[config.mk]
export PLATFORM = sky130hd
export DESIGN_NAME = pc_branch_seq
export DESIGN_NICKNAME = d
export VERILOG_FILES = /design/src/rtl/pcb_pkg.sv /design/src/rtl/pcb_target.sv /design/src/rtl/pcb_decide.sv /design/src/rtl/pc_branch_seq.sv
export SDC_FILE = /design/constraint.sdc
export NUM_CORES = 1
export LEC_CHECK = 0
export ABC_AREA = 0
export BUFFER_PORTS_ARGS = -buffer_cell sky130_fd_sc_hd__buf_2
export CAP_MARGIN = 20
export CORE_ASPECT_RATIO = 0.7
export CORE_MARGIN = 2
export CORE_UTILIZATION = 41
export DETAILED_ROUTE_END_ITERATION = 10
export GPL_ROUTABILITY_DRIVEN = 0
export PLACE_DENSITY_LB_ADDON = 0.1
export SLEW_MARGIN = 0
export SYNTH_ARGS = -nofsm -noshare
export SYNTH_HDL_FRONTEND = slang
export SYNTH_SLANG_ARGS = --single-unit
[constraint.sdc]
create_clock -name clk -period 9.5 [get_ports clk]
set_clock_uncertainty 0.1 [all_clocks]
set_input_delay 0 -clock clk [delete_from_list [all_inputs] [get_ports clk]]
set_output_delay 0 -clock clk [all_outputs]
set_load 0.005 [all_outputs]
[src/rtl/pcb_pkg.sv]
package pcb_pkg;
    typedef enum logic [1:0] {
        ACT_HOLD     = 2'd0,
        ACT_STEP     = 2'd1,
        ACT_TAKE     = 2'd2,
        ACT_REDIRECT = 2'd3
    } pcb_act_e;
endpackage

[src/rtl/pcb_target.sv]
module pcb_target #(
    parameter int ADDR_W   = 32,
    parameter int DISP_W   = 8,
    parameter int PIPE_OFS = 4,
    parameter int SHIFT    = 1
) (
    input  logic [ADDR_W-1:0] base_pc,
    input  logic [DISP_W-1:0] disp,
    output logic [ADDR_W-1:0] dest
);
    localparam int EXT_W = ADDR_W - DISP_W;

    logic [ADDR_W-1:0] disp_ext;
    logic [ADDR_W-1:0] disp_bytes;

    always_comb begin
        disp_ext   = {{EXT_W{disp[DISP_W-1]}}, disp};
        disp_bytes = disp_ext << SHIFT;
        dest       = base_pc + ADDR_W'(PIPE_OFS) + disp_bytes;
    end
endmodule

[src/rtl/pcb_decide.sv]
module pcb_decide
    import pcb_pkg::*;
(
    input  logic     advance,
    input  logic     br_strobe,
    input  logic     t_flag,
    input  logic     slot_pend,
    output pcb_act_e act,
    output logic     fault
);
    always_comb begin
        act   = ACT_HOLD;
        fault = 1'b0;
        if (advance) begin
            if (slot_pend) begin
                act   = ACT_REDIRECT;
                fault = br_strobe;
            end else if (br_strobe && !t_flag) begin
                act = ACT_TAKE;
            end else begin
                act = ACT_STEP;
            end
        end
    end
endmodule

[src/rtl/pc_branch_seq.sv]
module pc_branch_seq
    import pcb_pkg::*;
#(
    parameter int                ADDR_W    = 32,
    parameter int                DISP_W    = 8,
    parameter int                INSTR_B   = 2,
    parameter int                PIPE_OFS  = 4,
    parameter logic [ADDR_W-1:0] RESET_VEC = 32'h0000_1000
) (
    input  logic              clk,
    input  logic              rst,
    input  logic              advance,
    input  logic              br_strobe,
    input  logic [DISP_W-1:0] br_disp,
    input  logic              t_flag,
    output logic [ADDR_W-1:0] fetch_pc,
    output logic              in_slot,
    output logic              slot_fault
);
    localparam int                SHIFT = $clog2(INSTR_B);
    localparam logic [ADDR_W-1:0] STEP  = ADDR_W'(INSTR_B);

    typedef struct packed {
        logic [ADDR_W-1:0] pc;
        logic [ADDR_W-1:0] tgt;
        logic              slot;
    } seq_state_t;

    seq_state_t st_d, st_q;
    pcb_act_e   act;
    logic       fault;
    logic [ADDR_W-1:0] dest;
    logic [ADDR_W-1:0] held_tgt;

    pcb_target #(
        .ADDR_W  (ADDR_W),
        .DISP_W  (DISP_W),
        .PIPE_OFS(PIPE_OFS),
        .SHIFT   (SHIFT)
    ) u_target (
        .base_pc(st_q.pc),
        .disp   (br_disp),
        .dest   (dest)
    );

    pcb_decide u_decide (
        .advance  (advance),
        .br_strobe(br_strobe),
        .t_flag   (t_flag),
        .slot_pend(st_q.slot),
        .act      (act),
        .fault    (fault)
    );

    always_comb begin
        st_d = st_q;
        unique case (act)
            ACT_STEP: begin
                st_d.pc = st_q.pc + STEP;
            end
            ACT_TAKE: begin
                st_d.pc   = st_q.pc + STEP;
                st_d.tgt  = dest;
                st_d.slot = 1'b1;
            end
            ACT_REDIRECT: begin
                st_d.pc   = st_q.tgt;
                st_d.slot = 1'b0;
            end
            default: ;
        endcase
    end

    always_ff @(posedge clk) begin
        if (rst) begin
            st_q.pc   <= RESET_VEC;
            st_q.tgt  <= RESET_VEC;
            st_q.slot <= 1'b0;
        end else begin
            st_q <= st_d;
        end
    end

    assign fetch_pc   = st_q.pc;
    assign in_slot    = st_q.slot;
    assign slot_fault = fault;
    assign held_tgt   = st_q.tgt;
endmodule

# Word-level counts from Yosys, hierarchy flattened
# Index checks and enable logic that the tools add are counted.
totals:
  reg_bits: 65
  latchBits: 0
  ram_bits: 0
  romBits: 0
  input_bits: 13
  out_inout_bits: 34
  elab_cells: 21
  memories: 0
op_classes:
  addsub: 3
  n_mul: 0
  div: 0
  n_lt_le_gt_ge: 0
  n_eq_ne: 3
  shift: 0
  n_mux: 7
  bitwise_logic: 0
  reduce_logical: 5
op_table:
  columns: ["op", "count"]
  rows:
  - ["$pmux 32 s2", 1]
  - ["$add 32x2->32 const B", 1]
  - ["$add 32x3->32 const B", 1]
  - ["$add 32x32->32", 1]
  - ["$mux 2", 3]
  - ["$eq 2x2->1 const B", 2]
  - ["$reduce_bool 2->1", 2]
  - ["$eq 2x1->1 const B", 1]
  - ["$mux 1", 2]
  - ["$pmux 1 s2", 1]
  - ["$reduce_or 2->1", 1]
  - ["$logic_and 1x1->1", 1]
  - ["$logic_not 1->1", 1]

# Longest topological paths before layout
# Gate-level depths: netlist of the first run.
logic_depth:
  ltp_word: 8
  mapped_depth: 13

# Cells and area by module
# Synthesis of the first run repeated with hierarchy kept, for this count alone.
hier_totals:
  hier_cells: 698
  hier_area_um2: 5298.8
modules_own_cells:
  columns: ["mod", "instances", "cells_each", "area_each_um2", "seq_area_each_um2"]
  rows:
  - ["pc_branch_seq", 1, 427, 3249.4, 1301.2]
  - ["pcb_target", 1, 266, 2005.7, 0.0]
  - ["pcb_decide", 1, 5, 43.8, 0.0]

# Worst setup path before layout of the first run
# Ideal clock, no wire load.
synth_timing:
  path_type: "register to register"
  start: "register st_q (netlist bit fetch_pc[2])"
  end: "register st_q (netlist bit held_tgt[28])"
  setup_time_ps: 75
  arrival_time_ps: 2892
  t_required_ps: 9325
  slack_ps: 6433
  path_stages_with_launch: 14
  path_buffers: 0
  period_less_slack_ps: 3067
  path_cell_list: "dfxtp_1 -> inv_1 -> ha_1 -> inv_1 -> ha_1 -> inv_1 -> fa_1 -> and2b_1 -> o2111ai_1 -> a2111oi_2 -> nor3_2 -> a211oi_2 -> mux2_1 -> o22ai_1"
synth_via:
  elab_chain_cells: 2
synth_rtl:
  columns: ["element", "line_no", "source"]
  rows:
  - ["from (decl)", "pc_branch_seq.sv:29", "seq_state_t st_d, st_q;"]
  - ["from (signal assigned)", "pc_branch_seq.sv:80", "st_q <= st_d;"]
  - ["$add 32x3->32", "pcb_target.sv:19", "dest = base_pc + ADDR_W'(PIPE_OFS) + disp_bytes;"]
  - ["$add 32x32->32", "pcb_target.sv:19", null]
# No other way between the ends.
# A chain may end at the register's enable or synchronous reset.

# Worst setup path after layout of the first run
# Same ends and word-level chain as after synthesis.

==> impl_table.tex, run 1 <==
\begin{tabular}{lr}
\hline
Metric & Value \\
\hline
\multicolumn{2}{l}{\textbf{Outcome}} \\
Outcome & finished, final reports clean \\
\multicolumn{2}{l}{\textbf{Synthesis}} \\
FFs w/ async S/R, synth & 0\% \\
Area fraction of the dominant cell type after synthesis & about a quarter \\
Synthesized net count & roughly 740 \\
Avg Cell Area, Syn & between 7 and 8 sq um \\
Synthesized area & between 5000 and 6000 sq um \\
Count of yosys warnings during synthesis & 0 \\
Number of instances in the synthesized netlist & roughly 660 \\
Post-synth top area cell & sky130\_fd\_sc\_hd\_\_dfxtp\_1 \\
Cell types with the largest area share after synthesis & sky130\_fd\_sc\_hd\_\_dfxtp\_1, sky130\_fd\_sc\_hd\_\_ha\_1, sky130\_fd\_sc\_hd\_\_a21oi\_1 \\
Proportion of synthesized chip area in sequential cells & 24.7\% \\
Number of flops mapped to enable cells by yosys & 0 \\
Commonest register cell after synthesis & sky130\_fd\_sc\_hd\_\_dfxtp\_1 \\
Number of synthesized register bits & 65 \\
Count of different cell masters after synthesis & 70 \\
\multicolumn{2}{l}{\textbf{Setup path}} \\
Standard cell with the maximum stage delay on the critical path & sky130\_fd\_sc\_hd\_\_a2111oi\_2 \\
Reg-to-reg endpoint & held\_tgt[28] \\
Worst-path maximum fanout & 6 \\
Worst setup path class & flip-flop to flip-flop \\
Worst path cell trace & inv\_1 -> ha\_1 -> inv\_1 -> ha\_1 -> inv\_1 -> fa\_1 -> and2b\_1 -> o2111ai\_1 -> a2111oi\_2 -> nor3\_2 -> a211oi\_2 -> mux2\_1 -> o22ai\_1 \\
Crit-path max cell delay & 0.45 ns \\
Critical register-to-register path startpoint & fetch\_pc[2] \\
Crit path capture type & flip-flop \\
Worst reg2reg setup slack & roughly 6 ns \\
Startpoint Class & flip-flop \\
Critical Path RT & 9.65 ns \\
Most Frequent Cell on Critical Path & sky130\_fd\_sc\_hd\_\_inv\_1 \\
Count of cells along the worst register-to-register path & 13 \\
Arrival time at the worst endpoint & approximately 3.5 ns \\
\multicolumn{2}{l}{\textbf{STA}} \\
Worst max-slew margin expressed relative to the limit & a little over a quarter \\
Count of endpoints failing setup in the final report & 0 \\
RSZ-0062 raised after global routing & no \\
F\_max & 295 MHz \\
Final min period & 3.39 ns \\
Worst Hold Slack & roughly 0.2 ns \\
Tcrit/Tclk final & between 30\% and 40\% \\
Actual transition at the worst max-transition pin & between 1 and 1.5 ns \\
Number of pins with negative max-slew slack in the final report & 0 \\
Hold violation count in the final report & 0 \\
Final sum of negative setup slack & 0 ns \\
\multicolumn{2}{l}{\textbf{Placement}} \\
Cells after DPL & 833 \\
I/O Buffers & 46 \\
Hpwl dp & 11.1 mm \\
\multicolumn{2}{l}{\textbf{Drt}} \\
Vias per std cell & 6.04 \\
Average routed wire per standard cell & approximately 19 um \\
DR pass1 iterations & 6 \\
Routed Antenna Nets & 0 \\
DR vias & just over 5000 \\
Remaining DRCs & 0 \\
Number of DRC markers in iteration 0 & approximately 340 \\
WL final & 15.7 mm \\
\multicolumn{2}{l}{\textbf{Clock network}} \\
Clk pin slew, worst setup/hold paths & approximately 0.060 ns \\
Post-cts sizing count & 0 \\
Number of hold-repair buffers added at the cts stage & 1 \\
TritonCTS clock tree & built \\
Number of buffers between clock root and the deepest sink & 2 \\
Clock buffers created by TritonCTS & 9 \\
Root buf cell & sky130\_fd\_sc\_hd\_\_clkbuf\_16 \\
Setup repair bufs after CTS & 0 \\
H-tree Lvls & 3 \\
TritonCTS Sinks & 65 \\
Later-pin clock latency in the skew report & 0.34 ns \\
\multicolumn{2}{l}{\textbf{Layout}} \\
Area Growth Syn to Fin & 10.9\% \\
Sequential Area & between 1000 and 1500 sq um \\
Fraction of final layout cells sized beyond drive strength 1 & between 10 and 15\% \\
Number of diodes added for antenna fixing & 0 \\
Final cell count without fillers & 850 \\
Final net count & approximately 760 \\
Filler Cell Count & about 1300 \\
Area of the multi-input gates & 3710 sq um \\
\multicolumn{2}{l}{\textbf{Floorplan}} \\
DIE AREA & about 14000 sq um \\
Row count & 34 \\
Number of top-level pins & 47 \\
Core footprint & 12500 sq um \\
Die width & 139 um \\
Initial Util & between 40\% and 50\% \\
Die height & $\sim$99 um \\
\multicolumn{2}{l}{\textbf{Global route}} \\
Initial antenna violation count & 0 \\
First-pass GRT wire length & around 26 mm \\
Number of global-route vias before repair & between 4000 and 5000 \\
Largest net degree at the start of global routing & 72 \\
Overflow left after global routing & 0 \\
Global-route total usage across every layer & between 20\% and 30\% \\
\multicolumn{2}{l}{\textbf{Flow run}} \\
Max Cap Viol & 0 \\
\multicolumn{2}{l}{\textbf{Worst hold path}} \\
Kind of path behind the tightest hold check & primary input to flip-flop \\
Hold path startpoint & br\_disp[1] \\
Worst hold endpoint & held\_tgt[3] \\
Cell depth of the worst hold path & 5 \\
\multicolumn{2}{l}{\textbf{Power and ir drop}} \\
Static leakage & roughly 0.0025 uW \\
IR drop worst, VDD & about 0.08 mV \\
Cell Pwr Density & 123 nW/um\^{}2 \\
Post-layout power & slightly above 700 uW \\
\hline
\end{tabular}
[flip-flops by register name (all words and copies together) (netlist names)]
signal / count
in_slot: 1
fetch_pc: 32
held_tgt: 32
[Yosys cell counts (10+ instances only)]
cell / n
sky130_fd_sc_hd__a211oi_1: 18
sky130_fd_sc_hd__a21o_1: 12
sky130_fd_sc_hd__a21oi_1: 55
sky130_fd_sc_hd__a221oi_1: 10
sky130_fd_sc_hd__clkbuf_1: 35
sky130_fd_sc_hd__dfxtp_1: 65
sky130_fd_sc_hd__ha_1: 60
sky130_fd_sc_hd__inv_1: 19
sky130_fd_sc_hd__mux2i_1: 15
sky130_fd_sc_hd__nand2_1: 68
sky130_fd_sc_hd__nand3_1: 19
sky130_fd_sc_hd__nand4_1: 21
sky130_fd_sc_hd__nor2_1: 58
sky130_fd_sc_hd__nor3_1: 12
sky130_fd_sc_hd__o21ai_0: 20
sky130_fd_sc_hd__o21ai_1: 11
sky130_fd_sc_hd__o22ai_1: 10
sky130_fd_sc_hd__xnor2_1: 15
[how the worst max path moves through the flow]
stage	slack [ns]	cells past startpoint	to	start
floorplan	6.43	13	held_tgt[28]	fetch_pc[2]
global placement	6.27	13	held_tgt[28]	fetch_pc[2]
detailed placement	6.14	13	held_tgt[28]	fetch_pc[2]
CTS	6.11	13	held_tgt[28]	fetch_pc[2]
global route	5.84	13	held_tgt[28]	fetch_pc[2]
finish	6.11	13	held_tgt[28]	fetch_pc[2]
[cell families after synthesis]
logic type      after synthesis  share of synthesized area (%)
xor+xnor                     21                           3.49
buf+inv                      64                           4.87
simple gates                235                           23.2
mux                          18                           3.49
fa+ha+maj                    61                           14.6
compound gates              200                           25.6
flops                        65                           24.7
[cell type report]
cell class	instances	share of cell area (%)
clock buffers	12	4.22
clock inverters	4	0.492
inverters	20	1.28
multi-input cells	535	63.5
flip-flops and latches	65	22.3
well taps	162	3.47
repair buffers	52	4.75
[power by group]
group / switching [uW] / internal [uW] / total (uW)
Clock: 130 / 184 / 314
Combinational: 70.9 / 42.1 / 113
Sequential: 8.28 / 282 / 290
[placed cells by master, fill, tap and decap left out, types with 4 or more instances in the layout]
master                      netlist  layout
sky130_fd_sc_hd__nand2_1         68      68
sky130_fd_sc_hd__dfxtp_1         65      65
sky130_fd_sc_hd__ha_1            60      60
sky130_fd_sc_hd__nor2_1          58      57
sky130_fd_sc_hd__a21oi_1         55      55
sky130_fd_sc_hd__buf_2            1      46
sky130_fd_sc_hd__nand4_1         21      21
sky130_fd_sc_hd__o21ai_0         20      20
sky130_fd_sc_hd__inv_1           19      19
sky130_fd_sc_hd__nand3_1         19      19
sky130_fd_sc_hd__a211oi_1        18      18
sky130_fd_sc_hd__xnor2_1         15      15
sky130_fd_sc_hd__mux2i_1         15      15
sky130_fd_sc_hd__a21o_1          12      12
sky130_fd_sc_hd__nor3_1          12      12
sky130_fd_sc_hd__o21ai_1         11      11
sky130_fd_sc_hd__a221oi_1        10      10
sky130_fd_sc_hd__o22ai_1         10      10
sky130_fd_sc_hd__and3_1           9       9
sky130_fd_sc_hd__clkbuf_16        0       9
sky130_fd_sc_hd__o21a_1           8       8
sky130_fd_sc_hd__a22oi_1          8       8
sky130_fd_sc_hd__o21bai_1         6       6
sky130_fd_sc_hd__nor3_2           6       6
sky130_fd_sc_hd__xor2_1           6       6
sky130_fd_sc_hd__a211oi_2         5       5
sky130_fd_sc_hd__a211o_1          5       5
sky130_fd_sc_hd__a31oi_1          5       5
sky130_fd_sc_hd__buf_4            2       5
sky130_fd_sc_hd__and4_1           4       4
sky130_fd_sc_hd__and2_1           4       4
sky130_fd_sc_hd__nor2_2           3       4
[stage by stage]
stage / utilization, % / instance area, sq um / setup WS (ns)
floorplan: - / 5270 / 6.43
global placement: 44.6 / 5560 / 6.27
detailed placement: 44.6 / 5560 / 6.14
CTS: 46.9 / 5850 / 6.11
global route: 46.9 / 5850 / 5.84
finish: 46.9 / 5850 / 6.11
[worst max-delay path, delay by kind of cell (launching register included)]
kind            cells  cell delay (ns)
buf+inv             3             0.20
simple gates        2             0.39
fa+ha+maj           3             0.90
mux                 1             0.34
flops               1             0.40
compound gates      4             0.98
[per-layer routing]
metal  GRT usage (%)  wire length [um]  part of all wire (%)
met5               0                 0                     0
met2            33.9              6460                    41
met4            4.58               121                  0.77
met3            4.91              1010                   6.4
met1            35.1              8160                    52
(Power assumes the default switching activity.)
==> run 2: changes to the inputs <==
- clock period: 9.5 -> 3.1 ns (I/O delays scaled with it)
==> impl_table.tex, run 2 (synthesis gave the netlist of run 1 again) <==
\begin{tabular}{lr}
\hline
Metric & Value \\
\hline
\multicolumn{2}{l}{\textbf{Outcome}} \\
Outcome & finished, final reports clean \\
\multicolumn{2}{l}{\textbf{Drt}} \\
Average routed wire per standard cell & around 19 um \\
WL final & approximately 17 mm \\
Vias per std cell & $\sim$6.1 \\
Number of DRC markers in iteration 0 & 372 \\
Remaining DRCs & 0 \\
Routed Antenna Nets & 0 \\
DR vias & 5346 \\
DR pass1 iterations & 7 \\
\multicolumn{2}{l}{\textbf{Floorplan}} \\
Initial Util & a little over two fifths \\
Core footprint & $\sim$12000 sq um \\
Row count & 34 \\
Die height & between 90 and 100 um \\
Number of top-level pins & 47 \\
DIE AREA & about 14000 sq um \\
Die width & about 140 um \\
\multicolumn{2}{l}{\textbf{Global route}} \\
Number of global-route vias before repair & $\sim$5100 \\
Overflow left after global routing & 0 \\
Initial antenna violation count & 0 \\
Largest net degree at the start of global routing & 43 \\
First-pass GRT wire length & about 27 mm \\
Global-route total usage across every layer & 24.5\% \\
\multicolumn{2}{l}{\textbf{Flow run}} \\
Max Cap Viol & 0 \\
\multicolumn{2}{l}{\textbf{Worst hold path}} \\
Kind of path behind the tightest hold check & primary input to flip-flop \\
\multicolumn{2}{l}{\textbf{Setup path}} \\
Count of cells along the worst register-to-register path & 13 \\
Worst reg2reg setup slack & around 0.13 ns \\
Critical register-to-register path startpoint & fetch\_pc[2] \\
Worst setup path startpoint & fetch\_pc[2] \\
Reg-to-reg endpoint & held\_tgt[28] \\
Arrival time at the worst endpoint & between 3 and 4 ns \\
Worst setup path class & flip-flop to flip-flop \\
Critical Path RT & roughly 3.3 ns \\
Worst-path maximum fanout & 2 \\
Crit path capture type & flip-flop \\
CP Capture Point & held\_tgt[28] \\
Startpoint Class & flip-flop \\
\multicolumn{2}{l}{\textbf{Power and ir drop}} \\
Cell Pwr Density & between 400 and 500 nW/um\^{}2 \\
IR drop worst, VDD & about 0.24 mV \\
Static leakage & between 0.002 and 0.003 uW \\
\multicolumn{2}{l}{\textbf{Placement}} \\
Hpwl dp & 11.9 mm \\
I/O Buffers & 46 \\
\multicolumn{2}{l}{\textbf{Layout}} \\
Filler Cell Count & 1224 \\
Fraction of final layout cells sized beyond drive strength 1 & 19.6\% \\
Most common cell after layout, fill and taps aside & sky130\_fd\_sc\_hd\_\_nand2\_1 \\
Area Growth Syn to Fin & 18.5\% \\
Commonest cells after routing, fill and taps aside & sky130\_fd\_sc\_hd\_\_nand2\_1, sky130\_fd\_sc\_hd\_\_dfxtp\_1, sky130\_fd\_sc\_hd\_\_nor2\_1 \\
Number of diodes added for antenna fixing & 0 \\
Final net count & 788 \\
\multicolumn{2}{l}{\textbf{Clock network}} \\
H-tree Lvls & 3 \\
Clk pin slew, worst setup/hold paths & 0.06 ns \\
Clock buffers created by TritonCTS & 9 \\
Root buf cell & sky130\_fd\_sc\_hd\_\_clkbuf\_16 \\
TritonCTS Sinks & 65 \\
Number of buffers between clock root and the deepest sink & 2 \\
Later-pin clock latency in the skew report & 0.34 ns \\
TritonCTS clock tree & built \\
\multicolumn{2}{l}{\textbf{STA}} \\
Worst max-slew margin expressed relative to the limit & between 40\% and 50\% \\
RSZ-0062 raised after global routing & no \\
F\_max & between 300 and 400 MHz \\
Hold violation count in the final report & 0 \\
Actual transition at the worst max-transition pin & around 0.89 ns \\
Final min period & just under 3 ns \\
Number of pins with negative max-slew slack in the final report & 0 \\
Count of endpoints failing setup in the final report & 0 \\
Worst Hold Slack & 0.179 ns \\
Tcrit/Tclk final & a little over nine tenths \\
Final sum of negative setup slack & 0 ns \\
\hline
\end{tabular}
## run 2: power breakdown
group / leakage, uW / switching, uW / internal, uW
clock: 0.000169 / 416 / 811
combinational: 0.00201 / 240 / 151
sequential: 0.000528 / 18.2 / 863
## run 2: layer usage
metal | vias up | track usage [%] | wire, um
li1 | 2574 | - | -
met1 | 2561 | 36.2 | 8290
met2 | 195 | 36.2 | 6870
met3 | 16 | 4.96 | 1270
met4 | 0 | 6.68 | 191
met5 | - | 0 | 0
## run 2: through the flow
stage / utilization [%] / instance area, sq um / power (uW) / worst slack, ns / instances
2_1_floorplan: - / 5270 / 1150 / 0.0328 / 664
3_3_place_gp: 46.2 / 5760 / 1260 / 0.113 / 860
3_5_place_dp: 46.2 / 5760 / 1260 / 0.0550 / 860
4_1_cts: 49.2 / 6130 / 2500 / 0.0334 / 878
5_1_grt: 50.1 / 6240 / 2610 / 0.00712 / 881
6_report: 50.1 / 6240 / 2500 / 0.126 / 881
## run 2: worst min-delay path by stage
stage	startpoint	slack (ns)	end	depth (start not counted)
global placement	br_strobe	0.23	slot_fault	3
global route	rst	0.18	fetch_pc[3]	2
CTS	rst	0.16	fetch_pc[3]	2
floorplan	br_strobe	0.04	slot_fault	1
detailed placement	br_strobe	0.24	slot_fault	3
finish	br_strobe	0.18	held_tgt[23]	4
## run 2: area by class of cell
| class | instances | area, sq um | area share (%) |
|---|---|---|---|
| clock buffers | 10 | 239 | 3.83 |
| clock inverters | 6 | 115 | 1.84 |
| inverters | 20 | 75.1 | 1.20 |
| multi-input cells | 535 | 3790 | 60.8 |
| flip-flops and latches | 65 | 1300 | 20.9 |
| well taps | 162 | 203 | 3.25 |
| repair buffers | 83 | 513 | 8.22 |
## run 2: critical path: stages, from the launching register on
cell                        delay, ns
sky130_fd_sc_hd__dfxtp_2         0.33
sky130_fd_sc_hd__inv_2           0.04
sky130_fd_sc_hd__ha_4            0.22
sky130_fd_sc_hd__inv_2           0.06
sky130_fd_sc_hd__ha_4            0.13
sky130_fd_sc_hd__inv_2           0.04
sky130_fd_sc_hd__fa_2            0.37
sky130_fd_sc_hd__and2b_1         0.23
sky130_fd_sc_hd__o2111ai_2       0.18
sky130_fd_sc_hd__a2111oi_4       0.39
sky130_fd_sc_hd__nor3_2          0.11
sky130_fd_sc_hd__a211oi_2        0.27
sky130_fd_sc_hd__mux2_4          0.33
sky130_fd_sc_hd__o22ai_2         0.09
## run 2: what timing repair did
item | CTS | global route
hold buffers | 2 | 0
gates resized for setup | 0 | 18
hold endpoints to repair | 2 | 0
endpoints found under the setup margin | 1 | 9
buffers inserted | 0 | 3
pin swaps | 1 | 9
cloned | 0 | 0
==> run 3: changes to the inputs <==
==> constraint.sdc (replaced) <==
create_clock -name clk -period 2.9 [get_ports clk]
set_clock_uncertainty 0.1 [all_clocks]
set_input_delay 0 -clock clk [delete_from_list [all_inputs] [get_ports clk]]
set_output_delay 0 -clock clk [all_outputs]
set_load 0.02 [all_outputs]
==> impl_table.tex, run 3 (synthesis gave the netlist of run 1 again) <==
\begin{tabular}{lr}
\hline
Metric & Value \\
\hline
\multicolumn{2}{l}{\textbf{Outcome}} \\
Outcome & finished, final reports clean \\
\multicolumn{2}{l}{\textbf{Floorplan}} \\
Die width & approximately 140 um \\
Number of top-level pins & 47 \\
Core footprint & between 10000 and 15000 sq um \\
Initial Util & roughly 42\% \\
Row count & 34 \\
DIE AREA & 13800 sq um \\
Die height & a little under 100 um \\
\multicolumn{2}{l}{\textbf{Clock network}} \\
H-tree Lvls & 3 \\
Number of buffers between clock root and the deepest sink & 2 \\
TritonCTS Sinks & between 60 and 70 \\
TritonCTS clock tree & built \\
Clock buffers created by TritonCTS & 9 \\
Later-pin clock latency in the skew report & 0.34 ns \\
Root buf cell & sky130\_fd\_sc\_hd\_\_clkbuf\_16 \\
Clk pin slew, worst setup/hold paths & approximately 0.060 ns \\
\multicolumn{2}{l}{\textbf{Global route}} \\
Initial antenna violation count & 0 \\
Number of global-route vias before repair & 5072 \\
Overflow left after global routing & 0 \\
First-pass GRT wire length & 27.1 mm \\
Global-route total usage across every layer & between 20\% and 30\% \\
Global routing met3 resource utilization & 4.28\% \\
GR peak layer & met1 \\
Met2 track utilization from global routing & between 30 and 40\% \\
Largest net degree at the start of global routing & 40 \\
Met1 track demand over resource & 37.0\% \\
\multicolumn{2}{l}{\textbf{Drt}} \\
DR vias & roughly 5300 \\
Number of DRC markers in iteration 0 & $\sim$270 \\
Average routed wire per standard cell & about 18 um \\
Routed Antenna Nets & 0 \\
Remaining DRCs & 0 \\
WL final & 16.7 mm \\
Vias per std cell & approximately 5.9 \\
DR pass1 iterations & 5 \\
\multicolumn{2}{l}{\textbf{STA}} \\
Actual transition at the worst max-transition pin & around 0.84 ns \\
Number of pins with negative max-slew slack in the final report & 0 \\
Final min period & 2.80 ns \\
RSZ-0062 raised after global routing & yes \\
Worst max-slew margin expressed relative to the limit & between 40\% and 50\% \\
Tcrit/Tclk final & between 90 and 100\% \\
Worst Hold Slack & $\sim$0.021 ns \\
Hold violation count in the final report & 0 \\
Count of endpoints failing setup in the final report & 0 \\
F\_max & between 300 and 400 MHz \\
\multicolumn{2}{l}{\textbf{Flow run}} \\
Max Cap Viol & 0 \\
\multicolumn{2}{l}{\textbf{Setup path}} \\
Critical register-to-register path startpoint & fetch\_pc[2] \\
Most Frequent Cell on Critical Path & sky130\_fd\_sc\_hd\_\_inv\_2 \\
Critical Path RT & 3.05 ns \\
Largest delay share family, worst path & compound AO/OA/AOI/OAI gates \\
Worst path cell trace & inv\_2 -> ha\_4 -> inv\_2 -> ha\_4 -> inv\_2 -> fa\_2 -> and2b\_1 -> o2111ai\_2 -> a2111oi\_4 -> nor3\_2 -> a211oi\_2 -> mux2\_1 -> o22ai\_1 \\
Crit path capture type & flip-flop \\
Critical path buffer and inverter count & 3 \\
Worst setup path startpoint & fetch\_pc[2] \\
Standard cell with the maximum stage delay on the critical path & sky130\_fd\_sc\_hd\_\_mux2\_1 \\
Startpoint Class & flip-flop \\
Worst setup path class & flip-flop to flip-flop \\
Arrival time at the worst endpoint & 2.95 ns \\
Crit-path max cell delay & 0.35 ns \\
Worst-path maximum fanout & 2 \\
\multicolumn{2}{l}{\textbf{Power and ir drop}} \\
IR drop worst, VDD & roughly 0.26 mV \\
Cell Pwr Density & between 400 and 500 nW/um\^{}2 \\
Static leakage & 0.00281 uW \\
\multicolumn{2}{l}{\textbf{Placement}} \\
Total cell area at the placement stage & $\sim$5900 sq um \\
I/O Buffers & between 40 and 50 \\
Hpwl dp & about 12 mm \\
\multicolumn{2}{l}{\textbf{Layout}} \\
Post-route cell area & $\sim$6400 sq um \\
Sequential Area & between 1000 and 1500 sq um \\
Area of the multi-input gates & between 3000 and 4000 sq um \\
Commonest cells after routing, fill and taps aside & sky130\_fd\_sc\_hd\_\_nand2\_1, sky130\_fd\_sc\_hd\_\_dfxtp\_1, sky130\_fd\_sc\_hd\_\_nor2\_1, sky130\_fd\_sc\_hd\_\_ha\_1, sky130\_fd\_sc\_hd\_\_buf\_4 \\
Number of diodes added for antenna fixing & 0 \\
Filler Cell Count & 1243 \\
Area Growth Syn to Fin & 21.4\% \\
Final net count & a little over 800 \\
Fraction of final layout cells sized beyond drive strength 1 & 22.1\% \\
Most common cell after layout, fill and taps aside & sky130\_fd\_sc\_hd\_\_nand2\_1 \\
\multicolumn{2}{l}{\textbf{Worst hold path}} \\
Kind of path behind the tightest hold check & primary input to flip-flop \\
Hold path startpoint & advance \\
\hline
\end{tabular}
-- run 3: changes by cell type in the layout (fill, tap and decap cells not counted), sizes merged --
cell / before / now
dlygate4sd3: 2 / 1
buf: 81 / 102
-- run 3: area by class of cell --
type | instances | share of cell area [%]
Multi-Input combinational cell | 535 | 59.4
Sequential cell | 65 | 20.4
Timing Repair Buffer | 103 | 10.3
Tap cell | 162 | 3.17
Clock inverter | 6 | 1.80
Clock buffer | 10 | 3.74
Inverter | 20 | 1.17
-- run 3: worst paths after layout --
kind / slack, ns / endpoint / depth (start not counted)
max reg2reg: 0.10 / held_tgt[28] / 13
min: 0.02 / fetch_pc[1] / 3
min reg2reg: 0.36 / held_tgt[13] / 2
max: 0.10 / held_tgt[28] / 13
-- run 3: what timing repair did --
item | in CTS | in global routing
hold buffers | 1 | 0
cloned | 0 | 0
pin swaps | 5 | 5
setup endpoints to repair | 1 | 10
setup buffers | 2 | 2
hold endpoints to repair | 1 | 0
resized for setup | 0 | 8
-- run 3: worst min-delay path: cells and delay by family --
family / cells / cell delay, ns
AOI/OAI and AO/OA: 1 / 0.05
and+or+nand+nor: 1 / 0.13
buffers and inverters: 1 / 0.23
-- run 3: routing by layer --
layer	up-vias	part of all wire (%)
li1	2622	-
met1	2529	54
met2	141	40
met3	18	4.9
met4	0	1.3
met5	-	0
-- run 3: per-stage QoR --
step,setup TNS (ns),setup slack (ns),power (uW),util [%],cells
floorplan,0,0.00280,1250,-,664
global placement,0,0.0499,1380,47.7,880
detailed placement,-0.0236,-0.0236,1380,47.7,880
CTS,0,0.00890,2690,50.8,899
global route,-0.0362,-0.0362,2790,51.3,901
finish,0,0.105,2680,51.3,901
-- run 3: where the power goes --
part           switching, uW  total [uW]  internal [uW]
registers               17.9         940            922
clock network            433        1300            866
logic                    273         445            172
